File: config.mk
export PLATFORM = sky130hd
export DESIGN_NAME = lane_mapper
export DESIGN_NICKNAME = d
export VERILOG_FILES = /design/src/rtl/lm_pkg.sv /design/src/rtl/lm_ctrl_reg.sv /design/src/rtl/lm_lane_pack.sv /design/src/rtl/lm_lane_pick.sv /design/src/rtl/lane_mapper.sv
export SDC_FILE = /design/constraint.sdc
export NUM_CORES = 1
export LEC_CHECK = 0
export ABC_AREA = 1
export BUFFER_PORTS_ARGS = -buffer_cell sky130_fd_sc_hd__buf_4
export CELL_PAD_IN_SITES_DETAIL_PLACEMENT = 1
export CELL_PAD_IN_SITES_GLOBAL_PLACEMENT = 1
export CORE_MARGIN = 3
export CORE_UTILIZATION = 34
export CTS_CLUSTER_DIAMETER = 60
export DETAILED_ROUTE_END_ITERATION = 10
export PLACE_DENSITY_LB_ADDON = 0.1
export SLEW_MARGIN = 20
export SYNTH_ARGS = -nofsm -noshare
export SYNTH_HDL_FRONTEND = slang
export SYNTH_SLANG_ARGS = --single-unit
File: constraint.sdc
create_clock -name clk -period 3.7 [get_ports clk]
set_input_delay 0.74 -clock clk [delete_from_list [all_inputs] [get_ports clk]]
set_output_delay 0.74 -clock clk [all_outputs]
set_load 0.005 [all_outputs]
File: src/rtl/lm_pkg.sv
package lm_pkg;
  typedef enum logic [1:0] {
    MODE_NORM  = 2'd0,
    MODE_UPPER = 2'd1,
    MODE_SIDE  = 2'd2,
    MODE_REP   = 2'd3
  } lane_mode_e;

  typedef enum logic [1:0] {
    ST_IDLE  = 2'd0,
    ST_ISSUE = 2'd1,
    ST_WAIT  = 2'd2,
    ST_RESP  = 2'd3
  } lm_state_e;
endpackage

File: src/rtl/lm_ctrl_reg.sv
module lm_ctrl_reg
  import lm_pkg::*;
#(
  parameter int CW = 7
) (
  input  logic          clk,
  input  logic          rst_n,
  input  logic          we,
  input  logic          set_upper,
  input  logic          set_side,
  input  logic          set_rep,
  input  logic [CW-1:0] rep_cnt_in,
  output lane_mode_e    mode,
  output logic [CW-1:0] rep_cnt
);
  lane_mode_e mode_nxt;

  always_comb begin
    if (set_rep)        mode_nxt = MODE_REP;
    else if (set_side)  mode_nxt = MODE_SIDE;
    else if (set_upper) mode_nxt = MODE_UPPER;
    else                mode_nxt = MODE_NORM;
  end

  always_ff @(posedge clk) begin
    if (!rst_n) begin
      mode    <= MODE_NORM;
      rep_cnt <= '0;
    end else if (we) begin
      mode    <= mode_nxt;
      rep_cnt <= rep_cnt_in;
    end
  end

  AST_REP_PRIO: assert property (@(posedge clk) disable iff (!rst_n)
    we && set_rep |=> mode == MODE_REP);
  AST_SIDE_OVER_UPPER: assert property (@(posedge clk) disable iff (!rst_n)
    we && set_side && !set_rep |=> mode == MODE_SIDE);
endmodule

File: src/rtl/lm_lane_pack.sv
module lm_lane_pack
  import lm_pkg::*;
#(
  parameter int DW = 32,
  parameter int CW = 7,
  parameter int SZW = 3,
  localparam int LANES = DW / 8
) (
  input  lane_mode_e         mode,
  input  logic               is_mem,
  input  logic               a2,
  input  logic [DW-1:0]      word,
  input  logic [SZW-1:0]     size,
  input  logic [CW-1:0]      rep_cnt,
  output logic [2*DW-1:0]    bus,
  output logic [LANES-1:0]   side,
  output logic [CW-1:0]      cnt
);
  logic [LANES-1:0] side_bits;

  for (genvar i = 0; i < LANES; i++) begin : g_lane
    assign side_bits[i] = word[i];
  end

  always_comb begin
    bus  = '0;
    side = '0;
    cnt  = CW'(size);
    if (!is_mem) begin
      bus[DW-1:0] = word;
    end else begin
      unique case (mode)
        MODE_NORM: begin
          if (a2) bus[DW-1:0]    = word;
          else    bus[2*DW-1:DW] = word;
        end
        MODE_UPPER: bus[2*DW-1:DW] = word;
        MODE_SIDE:  side = side_bits;
        MODE_REP: begin
          bus = {word, word};
          cnt = rep_cnt;
        end
        default: bus = '0;
      endcase
    end
  end
endmodule

File: src/rtl/lm_lane_pick.sv
module lm_lane_pick
  import lm_pkg::*;
#(
  parameter int DW = 32,
  localparam int LANES = DW / 8
) (
  input  lane_mode_e        mode,
  input  logic              is_mem,
  input  logic              a2,
  input  logic [2*DW-1:0]   bus,
  input  logic [LANES-1:0]  side,
  output logic [DW-1:0]     word
);
  always_comb begin
    if (!is_mem) begin
      word = bus[DW-1:0];
    end else begin
      unique case (mode)
        MODE_UPPER: word = bus[2*DW-1:DW];
        MODE_SIDE:  word = DW'(side);
        default:    word = a2 ? bus[DW-1:0] : bus[2*DW-1:DW];
      endcase
    end
  end
endmodule

File: src/rtl/lane_mapper.sv
module lane_mapper
  import lm_pkg::*;
#(
  parameter int          AW        = 32,
  parameter int          DW        = 32,
  parameter int          CW        = 7,
  parameter int          SZW       = 3,
  parameter logic [31:0] MEM_LIMIT = 32'h0400_0000,
  localparam int         LANES     = DW / 8
) (
  input  logic             clk,
  input  logic             rst_n,
  input  logic             cfg_we,
  input  logic             cfg_upper,
  input  logic             cfg_side,
  input  logic             cfg_rep,
  input  logic [CW-1:0]    cfg_rep_cnt,
  input  logic             req_valid,
  output logic             req_ready,
  input  logic             req_write,
  input  logic [AW-1:0]    req_addr,
  input  logic [SZW-1:0]   req_size,
  input  logic [DW-1:0]    req_wdata,
  output logic             mem_valid,
  input  logic             mem_ready,
  output logic             mem_write,
  output logic [AW-1:0]    mem_addr,
  output logic [CW-1:0]    mem_count,
  output logic             mem_regspace,
  output logic [2*DW-1:0]  mem_wdata,
  output logic [LANES-1:0] mem_side,
  input  logic             mem_rvalid,
  input  logic [2*DW-1:0]  mem_rdata,
  input  logic [LANES-1:0] mem_rside,
  output logic             rsp_valid,
  input  logic             rsp_ready,
  output logic [DW-1:0]    rsp_rdata,
  output logic             rsp_err
);
  lane_mode_e       live_mode, cur_mode;
  logic [CW-1:0]    rep_cnt;
  lm_state_e        state;
  logic             cur_mem, cur_a2;
  logic             req_is_mem;
  logic [2*DW-1:0]  pk_bus;
  logic [LANES-1:0] pk_side;
  logic [CW-1:0]    pk_cnt;
  logic [DW-1:0]    pick_word;

  lm_ctrl_reg #(.CW(CW)) u_ctrl (
    .clk(clk), .rst_n(rst_n), .we(cfg_we),
    .set_upper(cfg_upper), .set_side(cfg_side), .set_rep(cfg_rep),
    .rep_cnt_in(cfg_rep_cnt), .mode(live_mode), .rep_cnt(rep_cnt)
  );

  assign req_is_mem = (32'(req_addr) < MEM_LIMIT);

  lm_lane_pack #(.DW(DW), .CW(CW), .SZW(SZW)) u_pack (
    .mode(live_mode), .is_mem(req_is_mem), .a2(req_addr[2]),
    .word(req_wdata), .size(req_size), .rep_cnt(rep_cnt),
    .bus(pk_bus), .side(pk_side), .cnt(pk_cnt)
  );

  lm_lane_pick #(.DW(DW)) u_pick (
    .mode(cur_mode), .is_mem(cur_mem), .a2(cur_a2),
    .bus(mem_rdata), .side(mem_rside), .word(pick_word)
  );

  assign req_ready    = (state == ST_IDLE);
  assign mem_valid    = (state == ST_ISSUE);
  assign rsp_valid    = (state == ST_RESP);
  assign mem_regspace = !cur_mem;

  always_ff @(posedge clk) begin
    if (!rst_n) begin
      state     <= ST_IDLE;
      cur_mode  <= MODE_NORM;
      cur_mem   <= 1'b1;
      cur_a2    <= 1'b0;
      mem_write <= 1'b0;
      mem_addr  <= '0;
      mem_count <= '0;
      mem_wdata <= '0;
      mem_side  <= '0;
      rsp_rdata <= '0;
      rsp_err   <= 1'b0;
    end else begin
      unique case (state)
        ST_IDLE: if (req_valid) begin
          cur_mode  <= live_mode;
          cur_mem   <= req_is_mem;
          cur_a2    <= req_addr[2];
          mem_write <= req_write;
          mem_addr  <= req_addr;
          mem_count <= pk_cnt;
          mem_wdata <= req_write ? pk_bus : '0;
          mem_side  <= req_write ? pk_side : '0;
          if (!req_write && req_is_mem && live_mode == MODE_REP) begin
            rsp_rdata <= '0;
            rsp_err   <= 1'b1;
            state     <= ST_RESP;
          end else begin
            state <= ST_ISSUE;
          end
        end
        ST_ISSUE: if (mem_ready) state <= mem_write ? ST_IDLE : ST_WAIT;
        ST_WAIT: if (mem_rvalid) begin
          rsp_rdata <= pick_word;
          rsp_err   <= 1'b0;
          state     <= ST_RESP;
        end
        ST_RESP: if (rsp_ready) state <= ST_IDLE;
        default: state <= ST_IDLE;
      endcase
    end
  end

  AST_MEM_HOLD: assert property (@(posedge clk) disable iff (!rst_n)
    mem_valid && !mem_ready |=> mem_valid && $stable(mem_wdata) && $stable(mem_count) && $stable(mem_side));
  AST_RSP_HOLD: assert property (@(posedge clk) disable iff (!rst_n)
    rsp_valid && !rsp_ready |=> rsp_valid && $stable(rsp_rdata) && $stable(rsp_err));
  AST_NORM_SIDE_ZERO: assert property (@(posedge clk) disable iff (!rst_n)
    mem_valid && cur_mode == MODE_NORM |-> mem_side == '0);
  AST_REP_DUP: assert property (@(posedge clk) disable iff (!rst_n)
    mem_valid && cur_mem && cur_mode == MODE_REP |-> mem_wdata[2*DW-1:DW] == mem_wdata[DW-1:0]);
  AST_REP_NO_READ: assert property (@(posedge clk) disable iff (!rst_n)
    mem_valid && cur_mem && cur_mode == MODE_REP |-> mem_write);
  AST_ERR_ZERO: assert property (@(posedge clk) disable iff (!rst_n)
    rsp_valid && rsp_err |-> rsp_rdata == '0);
  AST_REG_LOW: assert property (@(posedge clk) disable iff (!rst_n)
    mem_valid && !cur_mem |-> mem_wdata[2*DW-1:DW] == '0 && mem_side == '0);
endmodule

==> qor.txt, run 1 <==
Area delta synth->final: 44.6%
Required @ worst endpoint: 4.05 ns
Port Buf Inserts: 297
Relative slew margins: 49.6%
Fmax: 411 MHz
Pwr/cell area: 480 nW/um2
Pleak: 4.26 nW
CP Launch Type: flop
Final Max Slew Viols: 0
CTS tree: yes
DIE AREA: 20,700 um2
Layout cell share with drive strength beyond 1: 30.7%
Ports: 298
Rows: 49
CTS Sinks: 155
Core region area: 18,300 um2
Post-Syn Area: 6470 um2
Worst Max-Slew Pin Slew: 0.756 ns
Setup TNS: 0 ns
Synthesis-stage register bit count: 155
Initial DRT Pass Iterations: 4
Clock-pin transition on the worst setup and hold timing paths: 0.06 ns
Die height: 144 um
Post-CTS Setup Bufs: 0
DRT iter0 DRCs: 268
Crit-path max cell delay: 0.66 ns
Initial antenna violation count: 0
Mapped Avg Cell Area: 7.27 um2
First-pass GRT wire length: 36.2 mm
CP most frequent cell: nor2_1
CP startpoint: cur_mode[0]
H-Tree Depth: 4
Levels on crit path: 9
FF-to-FF End: rsp_rdata[22]
Reg2reg start: cur_mode[0]
Final setup violation count: 0
Num CTS Buffers: 17
GP Congestion: 0.799
Ant diodes: 0
FF+latch area: 3100 um2
Final hold vios: 0
# DRC: 0
Worst R2R Setup Slack: 1.27 ns
WL per Instance: 16.7 um
Unique masters post-synth: 24
WS Path Type: flop to flop
Setup crit end kind: flop
Peak supply drop: 0.320 mV
Area of the multi-input gates: 2920 um2
HPWL Detailed: 16.6 mm
HP Class: flop to flop
Syn. warnings: 0
CP top delay family: simple AND/OR/NAND/NOR gates
FF-to-FF path depth: 9
Sequential share of the synthesized area: 48.0%
Net Count, Synth: 1,050
CTS max path bufs: 2
Tmin final: 2.43 ns
Total gr overflow: 0
Routed Antenna Nets: 0
RSZ-0062 raised after global routing: false
Drt total wl: 23.3 mm
Clk_lat worst skew: 0.41 ns
Initial Util: 35.3%
Via count: 6,790
Slowest cell on the critical path: inv_2
Crit path buf inv count: 2
Nets: 1,312
Cells along the critical path: inv_1, ha_1, nand2_1, nand2_1, inv_2, o21ai_0, nor2_1, nor2_1, nor2_1
Root cell of the clock tree: clkbuf_16
Vias in the first global route: 6,741
Post-CTS resize count: 0
Tot GR Track Use: 21.8%
Data arrival, critical path: 2.78 ns
Final period util: 65.8%
Routed vias/inst: 4.87
MaxCap Viol Count: 0
CP Max Fanout: 45
Fin Clk Skew: 0.0108 ns
CTS Hold Bufs: 0
Largest net degree at the start of global routing: 89
Worst setup path endpoint: rsp_rdata[22]
Die width: 144 um
Status: complete, no violations
Mapped Cells: 890
Final Core Density: 51.0%
Fill count: 2,338
## worst min path at each step
stage	from	to	slack [ns]	depth (start not counted)
3_3_place_gp	rsp_err	rsp_err	0.44	2
2_1_floorplan	rsp_err	rsp_err	0.44	2
3_5_place_dp	rsp_err	rsp_err	0.45	2
5_1_grt	mem_wdata[59]	mem_wdata[59]	0.49	2
6_report	rsp_err	rsp_err	0.46	2
4_1_cts	rsp_err	rsp_err	0.46	2
## metal layers
layer | GRT usage [%] | vias up | wire length [um] | share of wire, %
li1 | - | 3424 | - | -
met1 | 27.6 | 3133 | 10100 | 43
met2 | 35.2 | 196 | 10900 | 47
met3 | 6.56 | 37 | 1810 | 7.8
met4 | 7.63 | 0 | 584 | 2.5
met5 | 0 | - | 0 | 0
## cells in the mapped netlist
library cell / count / area [um2]
nand2_1: 206 / 773
buf_4: 3 / 22.5
nand4_1: 5 / 31.3
o21ai_0: 67 / 335
buf_1: 3 / 11.3
clkbuf_1: 34 / 128
clkinv_1: 1 / 3.75
buf_2: 18 / 90.1
inv_2: 1 / 3.75
a21oi_1: 131 / 656
buf_6: 5 / 56.3
nand3_2: 10 / 100
dfxtp_1: 155 / 3100
nor2_4: 1 / 11.3
a31oi_1: 2 / 12.5
nor2_1: 109 / 409
ha_1: 7 / 87.6
and2_1: 1 / 6.26
nand2_2: 3 / 18.8
nor2_8: 1 / 20.0
inv_1: 40 / 150
o21ai_1: 1 / 5.00
nand3_1: 85 / 425
nand2_4: 1 / 11.3
## state kept, by name, summed over array words and instances (netlist names), 2 cells and up
name            cells
state               2
mem_side            4
mem_wdata          64
mem_count           7
u_ctrl.rep_cnt      7
cur_mode            2
rsp_rdata          32
mem_addr           32
u_ctrl.mode         2
## cells by family (layout without fill, tap and decap cells)
| logic type | count (synthesis) | in the layout | synth area share [%] |
|---|---|---|---|
| and+or+nand+nor | 422 | 422 | 27.9 |
| DFF | 155 | 155 | 48.0 |
| AOI/OAI and AO/OA | 201 | 201 | 15.6 |
| adders and majority gates | 7 | 7 | 1.35 |
| buffers and inverters | 105 | 380 | 7.19 |
## layout by cell type, fill, tap and decap left out, types with 5 or more instances in the layout
| master | netlist | layout |
|---|---|---|
| o21ai_0 | 67 | 67 |
| nor2_1 | 109 | 109 |
| dfxtp_1 | 155 | 155 |
| nand4_1 | 5 | 5 |
| clkbuf_16 | 0 | 17 |
| nand3_1 | 85 | 85 |
| inv_1 | 40 | 39 |
| buf_4 | 3 | 305 |
| a21oi_1 | 131 | 130 |
| ha_1 | 7 | 7 |
| nand2_1 | 206 | 206 |
| nand3_2 | 10 | 10 |
## layout make-up
class,instances,share of cell area (%)
Inverter,42,1.70
Clock inverter,12,1.20
Tap cell,229,3.06
Multi-Input combinational cell,630,31.2
Sequential cell,155,33.2
Timing Repair Buffer,306,24.7
Clock buffer,20,4.99
## tightest hold or removal path, cell delays in order, from the launching register on
cell and delay [ns]:
dfxtp_1 0.31, inv_1 0.05, a21oi_1 0.05
## per-stage QoR
stage	cell area (um2)	worst slack, ns	power, mW	hold WS [ns]	instances
4_1_cts	9360	1.23	4.55	0.459	1394
3_5_place_dp	8780	0.942	2.83	0.449	1362
6_report	9360	1.27	4.49	0.457	1394
5_1_grt	9360	0.975	4.75	0.487	1394
2_1_floorplan	6470	1.93	2.38	0.442	890
3_3_place_gp	8780	1.05	2.82	0.439	1362
## report_power, final
part	internal (mW)	switching, mW
Sequential	1.79	0.0696
Combinational	0.388	0.539
Clock	0.986	0.719
No activity file was read; power rests on OpenSTA's default activity.
==> inputs of run 2 (changes only) <==
CORE_UTILIZATION = 29   (was 34)
clock period = 2 ns   (was 3.7 ns; I/O delays follow)
==> qor.txt, run 2 (same netlist as run 1, synthesis figures left out) <==
Status: complete, no violations
HP Class: input pin to flop
Required @ worst endpoint: 2.35 ns
Num CTS Buffers: 17
RSZ-0062 raised after global routing: false
Final period util: 85.6%
Routed vias/inst: 4.71
Vias in the first global route: 6,747
CTS Sinks: 155
Routed Antenna Nets: 0
Clock-pin transition on the worst setup and hold timing paths: 0.08 ns
H-Tree Depth: 4
Largest regs: mem_wdata: 64 flops, mem_addr: 32 flops, rsp_rdata: 32 flops
HPWL Detailed: 16.6 mm
Dpl ws: 0.210 ns
# DRC: 0
CP Launch Type: flop
Final hold vios: 0
Fin Clk Skew: 0.0125 ns
Final setup violation count: 0
Root cell of the clock tree: clkbuf_16
Tmin final: 1.71 ns
Die width: 155 um
Layout cell share with drive strength beyond 1: 31.6%
Initial antenna violation count: 0
Port Buf Inserts: 297
First-pass GRT wire length: 37.1 mm
CTS max path bufs: 2
Final Max Slew Viols: 0
CTS tree: yes
Initial Util: 29.6%
Fill count: 2,766
Relative slew margins: 54.2%
CTS Hold Bufs: 0
Peak supply drop: 0.500 mV
Data arrival, critical path: 2.06 ns
GP Congestion: 0.778
CP Max Fanout: 28
Fmax: 584 MHz
Core region area: 21,900 um2
Pwr/cell area: 888 nW/um2
Overall power: 8.57 mW
Via count: 6,874
Tot GR Track Use: 19.1%
Post-CTS resize count: 0
Area delta synth->final: 49.2%
Largest net degree at the start of global routing: 71
Most flops, register: mem_wdata
MaxCap Viol Count: 0
Final setup margin: 0.288 ns
DIE AREA: 24,100 um2
Die height: 155 um
WHS: 0.192 ns
WL per Instance: 16.2 um
Setup crit end kind: flop
Setup TNS: 0 ns
WS Path Type: flop to flop
DRT iter0 DRCs: 297
Max FFs per register: 64
Pleak: 4.39 nW
Rows: 54
Initial DRT Pass Iterations: 4
Ports: 298
Area of the multi-input gates: 2920 um2
Most frequent cells in the layout: buf_4, nand2_1, dfxtp_1
Commonest non-fill, non-tap cell in the layout: buf_4
Post-CTS Setup Bufs: 0
FF+latch area: 3100 um2
Worst Max-Slew Pin Slew: 0.687 ns
Total gr overflow: 0
Nets: 1,327
Ant diodes: 0
Drt total wl: 23.6 mm
Clk_lat worst skew: 0.42 ns
==> run 2: changes by cell type in the layout (fill, tap and decap cells not counted), moves of 2 or more <==
cell        previous run  this run
buf_4                305       313
buf_12                 1         8
clkinv_8               0         4
clkinv_2               4         1
clkbuf_8               3         1
clkinvlp_4             2         0
inv_6                  3         5
inv_8                  0         2
==> run 2: path summary, 6_finish.rpt <==
kind | startpoint | endpoint | slack [ns] | cells past startpoint
setup reg to reg | cur_mode[0] | rsp_rdata[7] | 0.29 | 9
hold / removal | cfg_rep_cnt[5] | u_ctrl.rep_cnt[5] | 0.19 | 3
setup / recovery | cur_mode[0] | rsp_rdata[7] | 0.29 | 9
hold reg to reg | rsp_err | rsp_err | 0.46 | 2
==> run 2: critical path, stage by stage (launching register included) <==
cell     delay (ns)
dfxtp_1        0.34
inv_1          0.07
ha_1           0.37
inv_1          0.13
nand2_2        0.10
buf_12         0.17
nand2_1        0.07
a21oi_1        0.12
o21ai_0        0.09
a21oi_1        0.17
==> run 2: metal layers <==
layer / up-vias / routed length (um) / GRT usage (%) / share of wire [%]
met3: 23 / 1680 / 5.59 / 7.1
li1: 3465 / - / - / -
met1: 3193 / 10600 / 25.1 / 45
met5: - / 0 / 0 / 0
met4: 0 / 433 / 5.59 / 1.8
met2: 193 / 10900 / 30.6 / 46
==> run 2: final cells by class <==
class	count	area share, %
clock buffer	18	4.55
clock inverter	14	1.85
inverter	42	1.65
multi-input combinational	630	30.2
sequential	155	32.1
tap	280	3.63
timing repair buffer	321	26.0
==> run 2: where the power goes <==
group / internal [mW] / switching [mW]
clock: 1.83 / 1.50
combinational: 0.805 / 1.02
sequential: 3.30 / 0.117
total: 5.94 / 2.64
==> run 2: through the flow <==
stage | instance area (um2) | std cells | util, %
global placement | 9040 | 1428 | 41.3
global route | 9660 | 1460 | 44.1
finish | 9660 | 1460 | 44.1
floorplan | 6470 | 890 | -
detailed placement | 9040 | 1428 | 41.3
CTS | 9660 | 1460 | 44.1
==> inputs of run 3 (changes only) <==
ABC_AREA = not set   (was 1)
BUFFER_PORTS_ARGS = -buffer_cell sky130_fd_sc_hd__buf_2   (was -buffer_cell sky130_fd_sc_hd__buf_4)
CORE_UTILIZATION = 34   (was 29)
clock period = 1.7 ns   (was 2 ns; I/O delays follow)
==> qor.txt, run 3 <==
FF-to-FF path depth: 10
Hold Crit Depth: 2
EDFF count, synth: 0
# DRC: 0
First-pass GRT wire length: 34.6 mm
WL per Instance: 19.2 um
Final Max Slew Viols: 0
Die width: 143 um
Num CTS Buffers: 17
Clock-pin transition on the worst setup and hold timing paths: 0.07 ns
Final setup margin: -0.0389 ns
Relative slew margins: 65.8%
Reg2reg start: u_ctrl.mode[1]
Asr flop ratio synth: 0%
Required @ worst endpoint: 2.01 ns
Overall power: 9.74 mW
CTS Hold Bufs: 0
Net Count, Synth: 849
Routed vias/inst: 5.20
Post-synth top area share: 48.5%
CTS max path bufs: 2
Syn. warnings: 0
Final period util: 102%
Peak supply drop: 0.617 mV
Worst Max-Slew Pin Slew: 0.511 ns
Post-Syn Area: 6400 um2
HP Class: input pin to flop
GP Congestion: 0.877
Mux share of post-synthesis cell area: 3.28%
Non-Filler Instances: 1,246
DIE AREA: 20,500 um2
Synth area leader: dfxtp_1
Final Core Density: 51.6%
Most flops, register: mem_wdata
DRT iter0 DRCs: 234
Area delta synth->final: 46.8%
Clk_lat worst skew: 0.42 ns
Commonest non-fill, non-tap cell in the layout: buf_2
Final Instance Area: 9400 um2
Setup crit end kind: flop
Hold path startpoint: req_wdata[24]
Fmax: 575 MHz
Post-Synth Adder-Cell Area: 1.37%
Synthesis-stage register bit count: 155
Total gr overflow: 0
Mapped Cells: 689
Hold EP: mem_wdata[56]
Routed Antenna Nets: 0
FF-to-FF End: mem_wdata[14]
WS Path Type: flop to flop
Simple logic cell fraction of the synthesized area: 17.4%
Setup TNS: -0.0389 ns
Failing checks: negative setup slack
Via count: 6,480
Initial antenna violation count: 8
RSZ-0062 raised after global routing: true
HPWL Detailed: 16.2 mm
Max FFs per register: 64
CTS Sinks: 155
Nets: 1,160
Synth Area in Compound Gates: 24.8%
Rows: 49
Final setup violation count: 1
Xor/xnor cell area share of the yosys netlist: 0%
Largest net degree at the start of global routing: 51
Root cell of the clock tree: clkbuf_16
Vias in the first global route: 6,662
Initial Util: 35.2%
WHS: 0.143 ns
Status: finished, violations left
Largest family of logic cells by synthesized area: compound AO/OA/AOI/OAI gates
Drt total wl: 23.9 mm
Sequential share of the synthesized area: 48.5%
Worst R2R Setup Slack: -0.04 ns
Layout cell share with drive strength beyond 1: 41.9%
Dpl ws: -0.217 ns
CTS tree: yes
Fin Clk Skew: 0.00679 ns
Initial DRT Pass Iterations: 4
Post-DP Area: 8240 um2
Unique masters post-synth: 47
Largest regs: mem_wdata: 64 flops, mem_addr: 32 flops, rsp_rdata: 32 flops
Pwr/cell area: 1040 nW/um2
Port Buf Inserts: 297
CP Max Fanout: 16
Main flop type after synthesis: dfxtp_1
DP Cell Count: 1,185
H-Tree Depth: 4
Die height: 143 um
Final hold vios: 0
Data arrival, critical path: 2.05 ns
Commonest cells post-synth: dfxtp_1, nand2_1, a21boi_0
CP Launch Type: flop
Tmin final: 1.74 ns
Tot GR Track Use: 21.3%
Most frequent cells in the layout: buf_2, dfxtp_1, nand2_1
Synth area leaders: dfxtp_1, nand2_1, a21boi_0
Ports: 298
Core region area: 18,200 um2
Fill count: 2,135
Mapped Avg Cell Area: 9.29 um2
Most frequent cell after synthesis: dfxtp_1
Pleak: 4.29 nW
MaxCap Viol Count: 0
run 3: layout make-up:
| type | count | area [um2] | area share, % |
|---|---|---|---|
| multi-input cells | 468 | 3220 | 34.2 |
| flip-flops and latches | 155 | 3110 | 33.1 |
| repair buffers | 352 | 2150 | 22.9 |
| clock buffers | 19 | 443 | 4.71 |
| well taps | 229 | 287 | 3.05 |
| clock inverters | 13 | 155 | 1.65 |
| inverters | 6 | 27.5 | 0.293 |
| diodes | 4 | 10.0 | 0.107 |
run 3: kinds of logic (layout without fill, tap and decap cells):
kind of cell / after synthesis / after routing
compound gates: 210 / 211
fa+ha+maj: 7 / 7
buf+inv: 68 / 390
flops: 155 / 155
mux: 21 / 21
other cells: 0 / 4
simple gates: 228 / 229
run 3: repair_timing:
item,4_1_cts,5_1_grt
gates cloned,2,8
gates resized for setup,25,48
pin swaps,9,24
endpoints found under the setup margin,83,90
setup buffers,15,3
run 3: worst max-delay path by stage:
stage	to	start	slack [ns]
final	mem_wdata[14]	u_ctrl.mode[1]	-0.04
after global routing	mem_wdata[14]	u_ctrl.mode[1]	-0.1
after CTS	mem_wdata[42]	u_ctrl.mode[0]	-0.002
after detailed placement	rsp_rdata[31]	u_ctrl.mode[0]	-0.22
after global placement	mem_wdata[39]	req_addr[31]	-0.11
after floorplan	rsp_rdata[19]	cur_mode[0]	0.01
run 3: power breakdown:
group,switching (mW),internal (mW),leakage [nW]
Combinational,1.02,0.899,2.74
Sequential,0.117,3.81,1.26
Clock,1.64,2.24,0.289
Total,2.78,6.96,4.29
run 3: routing by layer:
layer  part of all wire [%]  up-vias  GRT usage [%]  wire length, um
met3                    7.7       46           7.70             1840
met2                     50      230           37.4            11900
li1                       -     3075              -                -
met4                    2.5        8           6.89              598
met1                     40     3121           24.0             9560
met5                   0.19        -              0               46
run 3: critical path: stages, from the launching register on:
cell and delay (ns):
dfxtp_2 0.33, buf_6 0.11, inv_4 0.03, ha_4 0.15, buf_6 0.11, a21oi_2 0.11, o211ai_1 0.10, buf_4 0.19
buf_8 0.17, a32oi_1 0.26, nor2b_1 0.07
